`config.mk`:
```
export PLATFORM = sky130hd
export DESIGN_NAME = issue_pair_counter
export DESIGN_NICKNAME = d
export VERILOG_FILES = /design/src/rtl/issue_pair_counter.sv
export SDC_FILE = /design/constraint.sdc
export NUM_CORES = 1
export LEC_CHECK = 0
export ABC_CLOCK_PERIOD_IN_PS = 5750
export CORE_UTILIZATION = 35
export CTS_CLUSTER_SIZE = 20
export DETAILED_ROUTE_END_ITERATION = 10
export DONT_BUFFER_PORTS = 1
export PLACE_DENSITY_LB_ADDON = 0.3
export SLEW_MARGIN = 20
export SYNTH_ARGS = -nofsm -noshare
export SYNTH_HDL_FRONTEND = slang
export SYNTH_SLANG_ARGS = --single-unit
```
`constraint.sdc`:
```
create_clock -name clk -period 5.75 [get_ports clk]
set_clock_uncertainty 0.15 [all_clocks]
set_input_delay 0.575 -clock clk [delete_from_list [all_inputs] [get_ports clk]]
set_output_delay 0.575 -clock clk [all_outputs]
set_load 0.01 [all_outputs]
```
`src/rtl/issue_pair_counter.sv`:
```
module issue_pair_counter #(
  parameter int CNT_W     = 32,
  parameter int CLASS_W   = 4,
  parameter int SLOTS     = 2,
  parameter int QUOTA_ONE = 1,
  parameter int QUOTA_TWO = 2
) (
  input  logic               clk,
  input  logic               rst_n,
  input  logic               in_valid,
  input  logic [CLASS_W-1:0] in_class,
  input  logic               in_hazard,
  output logic [CNT_W-1:0]   group_count,
  output logic [CNT_W-1:0]   hazard_count
);

  localparam int NCLS = 12;
  localparam int IW   = $clog2(NCLS);
  localparam int QW   = $clog2(QUOTA_TWO + 1);
  localparam int SW   = $clog2(SLOTS + 1);
  localparam int CLS_CMP = 2;
  localparam int CLS_BR  = 3;
  localparam int CLS_JMP = 4;

  logic [QW-1:0]    quota_q [NCLS];
  logic [SW-1:0]    slots_q;
  logic [CNT_W-1:0] grp_q, haz_q;
  logic [IW-1:0]    idx;
  logic             open_grp;

  function automatic logic [QW-1:0] reload_of(input int i);
    if (i == CLS_CMP || i == CLS_BR || i == CLS_JMP) return QW'(QUOTA_ONE);
    return QW'(QUOTA_TWO);
  endfunction

  assign idx      = (int'(in_class) < NCLS) ? IW'(in_class) : '0;
  assign open_grp = (quota_q[idx] == '0) || in_hazard || (slots_q == '0);

  always_ff @(posedge clk or negedge rst_n) begin
    if (!rst_n) begin
      for (int i = 0; i < NCLS; i++) quota_q[i] <= '0;
      slots_q <= '0;
      grp_q   <= '0;
      haz_q   <= '0;
    end else if (in_valid) begin
      for (int i = 0; i < NCLS; i++) begin
        if (open_grp)
          quota_q[i] <= (i == int'(idx)) ? reload_of(i) - QW'(1) : reload_of(i);
        else if (i == int'(idx))
          quota_q[i] <= quota_q[i] - QW'(1);
      end
      slots_q <= open_grp ? SW'(SLOTS - 1) : slots_q - SW'(1);
      if (open_grp && grp_q != '1) grp_q <= grp_q + CNT_W'(1);
      if (open_grp && in_hazard && haz_q != '1) haz_q <= haz_q + CNT_W'(1);
    end
  end

  assign group_count  = grp_q;
  assign hazard_count = haz_q;

endmodule

```
-- Word-level counts from Yosys, hierarchy flattened
Index checks and enable logic that the tools add are counted.
- flip-flop bits (word level): 90
- input port bits: 8
- output and inout bits: 64
- word-level logic and storage cells: 127
- add/subtract/negate cells: 16
- magnitude comparators: 2
- equality and inequality tests: 13
- mux-type cells: 46
- bitwise logic cells: 1
- reduce and logical (&&, ||, !) cells: 34
- operators with widths (kind ; number):
    2-bit 2-to-1 mux ; 42
    32-bit by 1-bit adder with 32-bit output (second input constant) ; 2
    32-bit != test (second input constant) ; 2
    4-bit == test (first input constant) ; 8
    2-bit AND reduction ; 14
    2-bit by 1-bit subtractor with 2-bit output (second input constant) ; 14
    2-bit nonzero test ; 12
    2-bit binary-select mux with 4-bit select ; 1
    3-bit by 4-bit == test with 1-bit output (first input constant) ; 2
    5-bit greater-or-equal comparator (second input constant) ; 1
    4-bit NOT with 5-bit output ; 1
    2-bit by 4-bit == test with 1-bit output (first input constant) ; 1
    2-bit zero test ; 2
    4-bit zero test ; 1
    4-bit less-than comparator (second input constant) ; 1
    4-bit 2-to-1 mux ; 1
    1-bit logical AND ; 3
    1-bit logical OR ; 2
    1-bit 2-to-1 mux ; 2

-- Longest topological paths before layout
- word-level depth: 17
- depth in mapped cells: 9
- gate-level depth less buffers: 7

-- Worst setup path before layout
Ideal clock, no wire load.
- path type: input port to flip-flop
- start point: input port in_class[2]
- end point: register grp_q[1], in the netlist group_count[1]
- library setup time: 128 ps
- data arrival time: 2470 ps
- data required time: 5472 ps
- setup slack: 3002 ps
- stages on the path: 9
- path buffers: 2
- path through: ha_1 > or3b_1 > buf_2 > o22a_1 > a21oi_4 > o221ai_2 > buf_2 > nand2_1 > mux2_1
- longest elaborated chain between the ends: 11
- RTL lines (item ; line ; source):
    from (decl) ; 11 ; input logic [CLASS_W-1:0] in_class,
    4-bit less-than comparator ; 36 ; assign idx = (int'(in_class) < NCLS) ? IW'(in_class) : '0;
    4-bit 2-to-1 mux * ; 36 ;
    4-bit NOT with 5-bit output (implied by the code) * ; 37 ; assign open_grp = (quota_q[idx] == '0) || in_hazard || (slots_q == '0);
    2-bit binary-select mux with 4-bit select * ; 37 ;
    2-bit 2-to-1 mux (implied by the code) * (2 in series) ; 37 ;
    2-bit zero test * ; 37 ;
    1-bit logical OR * (2 in series) ; 37 ;
    1-bit logical AND * ; 53 ; if (open_grp && grp_q != '1) grp_q <= grp_q + CNT_W'(1);
    2-bit AND reduction (no line) * ; n/a ;
    to (signal assigned) ; 53 ;
    to (decl) ; 27 ; logic [CNT_W-1:0] grp_q, haz_q;
Every way passes the cells marked *; elsewhere a longest branch is shown, timed or not. The select of a mux whose other input is x is not followed.
A chain may end at the register's enable or synchronous reset.

-- Worst setup path after layout
Ends and elaborated chain as after synthesis.

==> load_flow_metrics.sql <==
INSERT INTO impl_metrics (metric_group, metric, value, unit) VALUES
('synth', 'share_of_async_settable_or_async_resettable_flops_after_synthesis', '1.000', ''),
('worst_setup_path', 'worst-path-max-fanout', '29', ''),
('worst_setup_path', 'reg2reg_setup_slack', '2780', 'ps'),
('sta', 'grt_setup_unrepaired', 'false', ''),
('sta', 'holdWs', '-37.03', 'ps'),
('worst_setup_path', 'arrival_time_at_the_worst_endpoint', '3270', 'ps'),
('global_route', 'grt_antenna_before_repair', '0', ''),
('sta', 'timing.final.ws_setup', '2552', 'ps'),
('die', 'number_of_cell_rows', '41', ''),
('layout', 'diodes', '0', ''),
('clock_network', 'cts_tree', 'done', ''),
('routing', 'dr.first_iter.drc_count', '203', ''),
('clock_network', 'cts_num_sinks', '90', ''),
('synth', 'ys_warn_count', '0', ''),
('layout', 'area_growth_syn_to_layout', '10.21', '%'),
('pwr', 'totalPowerFinal', '1.587', 'mW'),
('clock_network', 'cts.root.buffer_cell', 'sky130_fd_sc_hd__clkbuf_16', ''),
('layout', 'finish.cell_count_without_fillers', '635', ''),
('die', 'effective_utilization_at_floorplan', '0.3637', ''),
('die', 'core-area', '12770', 'um2'),
('worst_setup_path', 'worstPathRequired', '5820', 'ps'),
('sta', 'maxClockFrequency', '312.7', 'MHz'),
('clock_network', 'clk-insertion-delay-late', '340', 'ps'),
('global_route', 'grt_max_degree', '91', ''),
('synth', 'number_of_flops_mapped_to_enable_cells_by_yosys', '0', ''),
('sta', 'post_route_clock_period_utilization', '0.5562', ''),
('die', 'fp.dieW', '117.2', 'um'),
('hold_path', 'worst_hold_path_type', 'in2async', ''),
('clock_network', 'cts_buffer_depth', '2', ''),
('sta', 'setup-violations-final', '0', ''),
('synth', 'syn_avg_cell_area', '10.10', 'um2'),
('worst_setup_path', 'setup.worst_path.end_class', 'flip-flop', ''),
('synth', 'netlist_area', '4646', 'um2'),
('routing', 'drc_errors', '0', ''),
('job', 'max_cap_violations', '0', ''),
('synth', 'syn_inst', '460', ''),
('clock_network', 'tritoncts_buffers', '9', ''),
('synth', 'synthTopCellsByArea', 'sky130_fd_sc_hd__dfrtp_1 48%, sky130_fd_sc_hd__xnor2_1 11%, sky130_fd_sc_hd__nand4_1 3.8%', ''),
('worst_setup_path', 'crit_type', 'in2reg', ''),
('routing', 'route.detailed.wl_per_inst', '15.43', 'um'),
('sta', 'period_needed', '3198', 'ps'),
('sta', 'slew-limit-headroom', '0.3270', ''),
('global_route', 'gr-total-overflow', '0', ''),
('pwr', 'pwr_cell_area', '310.0', 'nW/um2'),
('pwr', 'maximum_vdd_ir_drop', '0.0001728', 'V'),
('routing', 'via_density_per_instance', '5.380', ''),
('clock_network', 'cts-htree-levels', '3', ''),
('global_route', 'first_global_vias', '3301', ''),
('place', 'dpl_worst_slack', '2196', 'ps'),
('place', 'post-place-cells', '618', ''),
('synth', 'yosysTopAreaCellShare', '0.4848', ''),
('worst_setup_path', 'setup.worst_path.start_class', 'primary input', ''),
('status', 'status', 'finished with violations', ''),
('synth', 'syn_nets', '474', ''),
('global_route', 'grt_first_pass_wirelength', '16170', 'um'),
('clock_network', 'post_cts_sizing', '0', ''),
('pwr', 'total_leakage_power', '2.108', 'nW'),
('die', 'chipHeight', '117.2', 'um'),
('routing', 'vias_after_detailed_routing', '3416', ''),
('sta', 'maxSlewViolCount', '0', ''),
('die', 'ios', '72', ''),
('sta', 'finalSetupTns', '0', 'ps'),
('layout', 'nFillCells', '1260', ''),
('place', 'gp_congestion', '0.7990', ''),
('synth', 'synthFlopType', 'sky130_fd_sc_hd__dfrtp_1', ''),
('status', 'failed_checks', 'negative hold slack', ''),
('layout', 'finalNetCount', '472', ''),
('sta', 'hold_viol', '18', ''),
('synth', 'yosysTopAreaCell', 'sky130_fd_sc_hd__dfrtp_1', ''),
('layout', 'sequential_cell_area', '2252', 'um2'),
('place', 'dp_hpwl', '6878', 'um'),
('layout', 'multi_input_area', '2251', 'um2'),
('sta', 'timing_worst_slew_pin_value', '1009', 'ps'),
('layout', 'drive_gt1_frac', '0.05832', ''),
('synth', 'postSynthRegisterBits', '90', ''),
('synth', 'synth_seq_area_share', '0.4848', ''),
('clock_network', 'clk_transition_reported_paths', '70', 'ps'),
('routing', 'wirelength', '9796', 'um'),
('die', 'fp.dieArea', '13740', 'um2'),
('routing', 'drt_first_pass_iters', '4', ''),
('synth', 'synthDistinctLibCells', '60', ''),
('place', 'port_buffers', '0', ''),
('routing', 'route.antenna.remaining_nets', '0', ''),
('global_route', 'globalRouteTotalUtil', '0.1530', '');
## routing by layer
layer | vias to the layer above | GRT usage | routed length, um
met5 | - | 0 | 0
met4 | 0 | 0.07342 | 181
met3 | 12 | 0.04686 | 702
met2 | 90 | 0.2514 | 4645
met1 | 1671 | 0.1824 | 4266
li1 | 1643 | - | -
## repair_timing
item | in CTS | in global routing
endpoints found under the hold margin | 90 | 0
hold buffers | 1 | 0
buffers inserted | 0 | 0
## cell usage in the layout (no fill, tap or decap), types with 11 or more instances in the layout
master                    instances
sky130_fd_sc_hd__nand2_1         29
sky130_fd_sc_hd__xnor2_1         56
sky130_fd_sc_hd__nor3_1          19
sky130_fd_sc_hd__xor2_1          11
sky130_fd_sc_hd__dfrtp_1         90
sky130_fd_sc_hd__nand3_1         26
sky130_fd_sc_hd__nand4_1         28
sky130_fd_sc_hd__inv_1           21
sky130_fd_sc_hd__nor2_1          38
sky130_fd_sc_hd__and3_1          12
## synthesized netlist by cell type, types with 4 or more instances
cell / count
sky130_fd_sc_hd__nand2b_1: 5
sky130_fd_sc_hd__o22ai_1: 4
sky130_fd_sc_hd__inv_1: 21
sky130_fd_sc_hd__dfrtp_1: 90
sky130_fd_sc_hd__a21oi_1: 9
sky130_fd_sc_hd__nor2b_1: 6
sky130_fd_sc_hd__xor2_1: 11
sky130_fd_sc_hd__xnor2_1: 56
sky130_fd_sc_hd__a211oi_1: 4
sky130_fd_sc_hd__nand3_1: 26
sky130_fd_sc_hd__nand4_1: 28
sky130_fd_sc_hd__buf_2: 9
sky130_fd_sc_hd__nor3_1: 19
sky130_fd_sc_hd__o21ai_0: 8
sky130_fd_sc_hd__and3_1: 12
sky130_fd_sc_hd__o2111ai_1: 4
sky130_fd_sc_hd__clkbuf_1: 6
sky130_fd_sc_hd__nand2_1: 29
sky130_fd_sc_hd__ha_1: 6
sky130_fd_sc_hd__and4_1: 7
sky130_fd_sc_hd__nor2_1: 38
## path summary, 6_finish.rpt
check                       startpoint          endpoint  cells past startpoint
setup / recovery           in_class[2]    group_count[1]                      8
hold / removal                   rst_n  hazard_count[11]                      1
setup reg to reg           quota_q[18]    group_count[1]                      7
hold reg to reg             quota_q[1]        quota_q[1]                      1
max in group asynchronous        rst_n   group_count[29]                      1
min in group clk              in_valid        quota_q[9]                      1
## kinds of logic (layout without fill, tap and decap cells)
family	after synthesis	count (layout)	synth area share
buffers and inverters	37	40	0.03313
adder cells (fa/ha/maj)	6	6	0.01616
AO/OA/AOI/OAI	62	62	0.1021
XOR/XNOR	67	67	0.1263
flip-flops	90	90	0.4848
multiplexers	9	9	0.02101
AND/OR/NAND/NOR	189	189	0.2165
## critical path, cell delays in order
cell and delay, ps:
sky130_fd_sc_hd__ha_1 300, sky130_fd_sc_hd__or4b_1 550, sky130_fd_sc_hd__o221ai_1 120, sky130_fd_sc_hd__a311oi_2 200, sky130_fd_sc_hd__o221ai_4 650, sky130_fd_sc_hd__buf_4 390
sky130_fd_sc_hd__nand2_1 130, sky130_fd_sc_hd__mux2_1 330
## state kept, by name, indices dropped and copies added, names as in the netlist
| register | count |
|---|---|
| hazard_count | 32 |
| slots_q | 2 |
| quota_q | 24 |
| group_count | 32 |
## power by group
group / leakage (nW) / switching, mW / internal, mW
Clock: 0.137 / 0.247 / 0.307
Combinational: 0.806 / 0.126 / 0.102
Sequential: 1.16 / 0.105 / 0.701
## through the flow
step	utilization	hold slack, ps	instance area, um2
after CTS	0.4008	8.291	5120
final	0.4008	-37.03	5120
after global placement	0.3767	131.2	4812
after floorplan	-	129.4	4646
after global routing	0.4008	2.712	5120
after detailed placement	0.3767	131.2	4812
## cell type report
cell class | count | share of cell area
clock inverters | 5 | 0.007331
well taps | 172 | 0.04203
repair buffers | 3 | 0.008309
flip-flops and latches | 90 | 0.4399
multi-input cells | 333 | 0.4396
clock buffers | 11 | 0.04741
inverters | 21 | 0.01540
(Power assumes the default switching activity.)
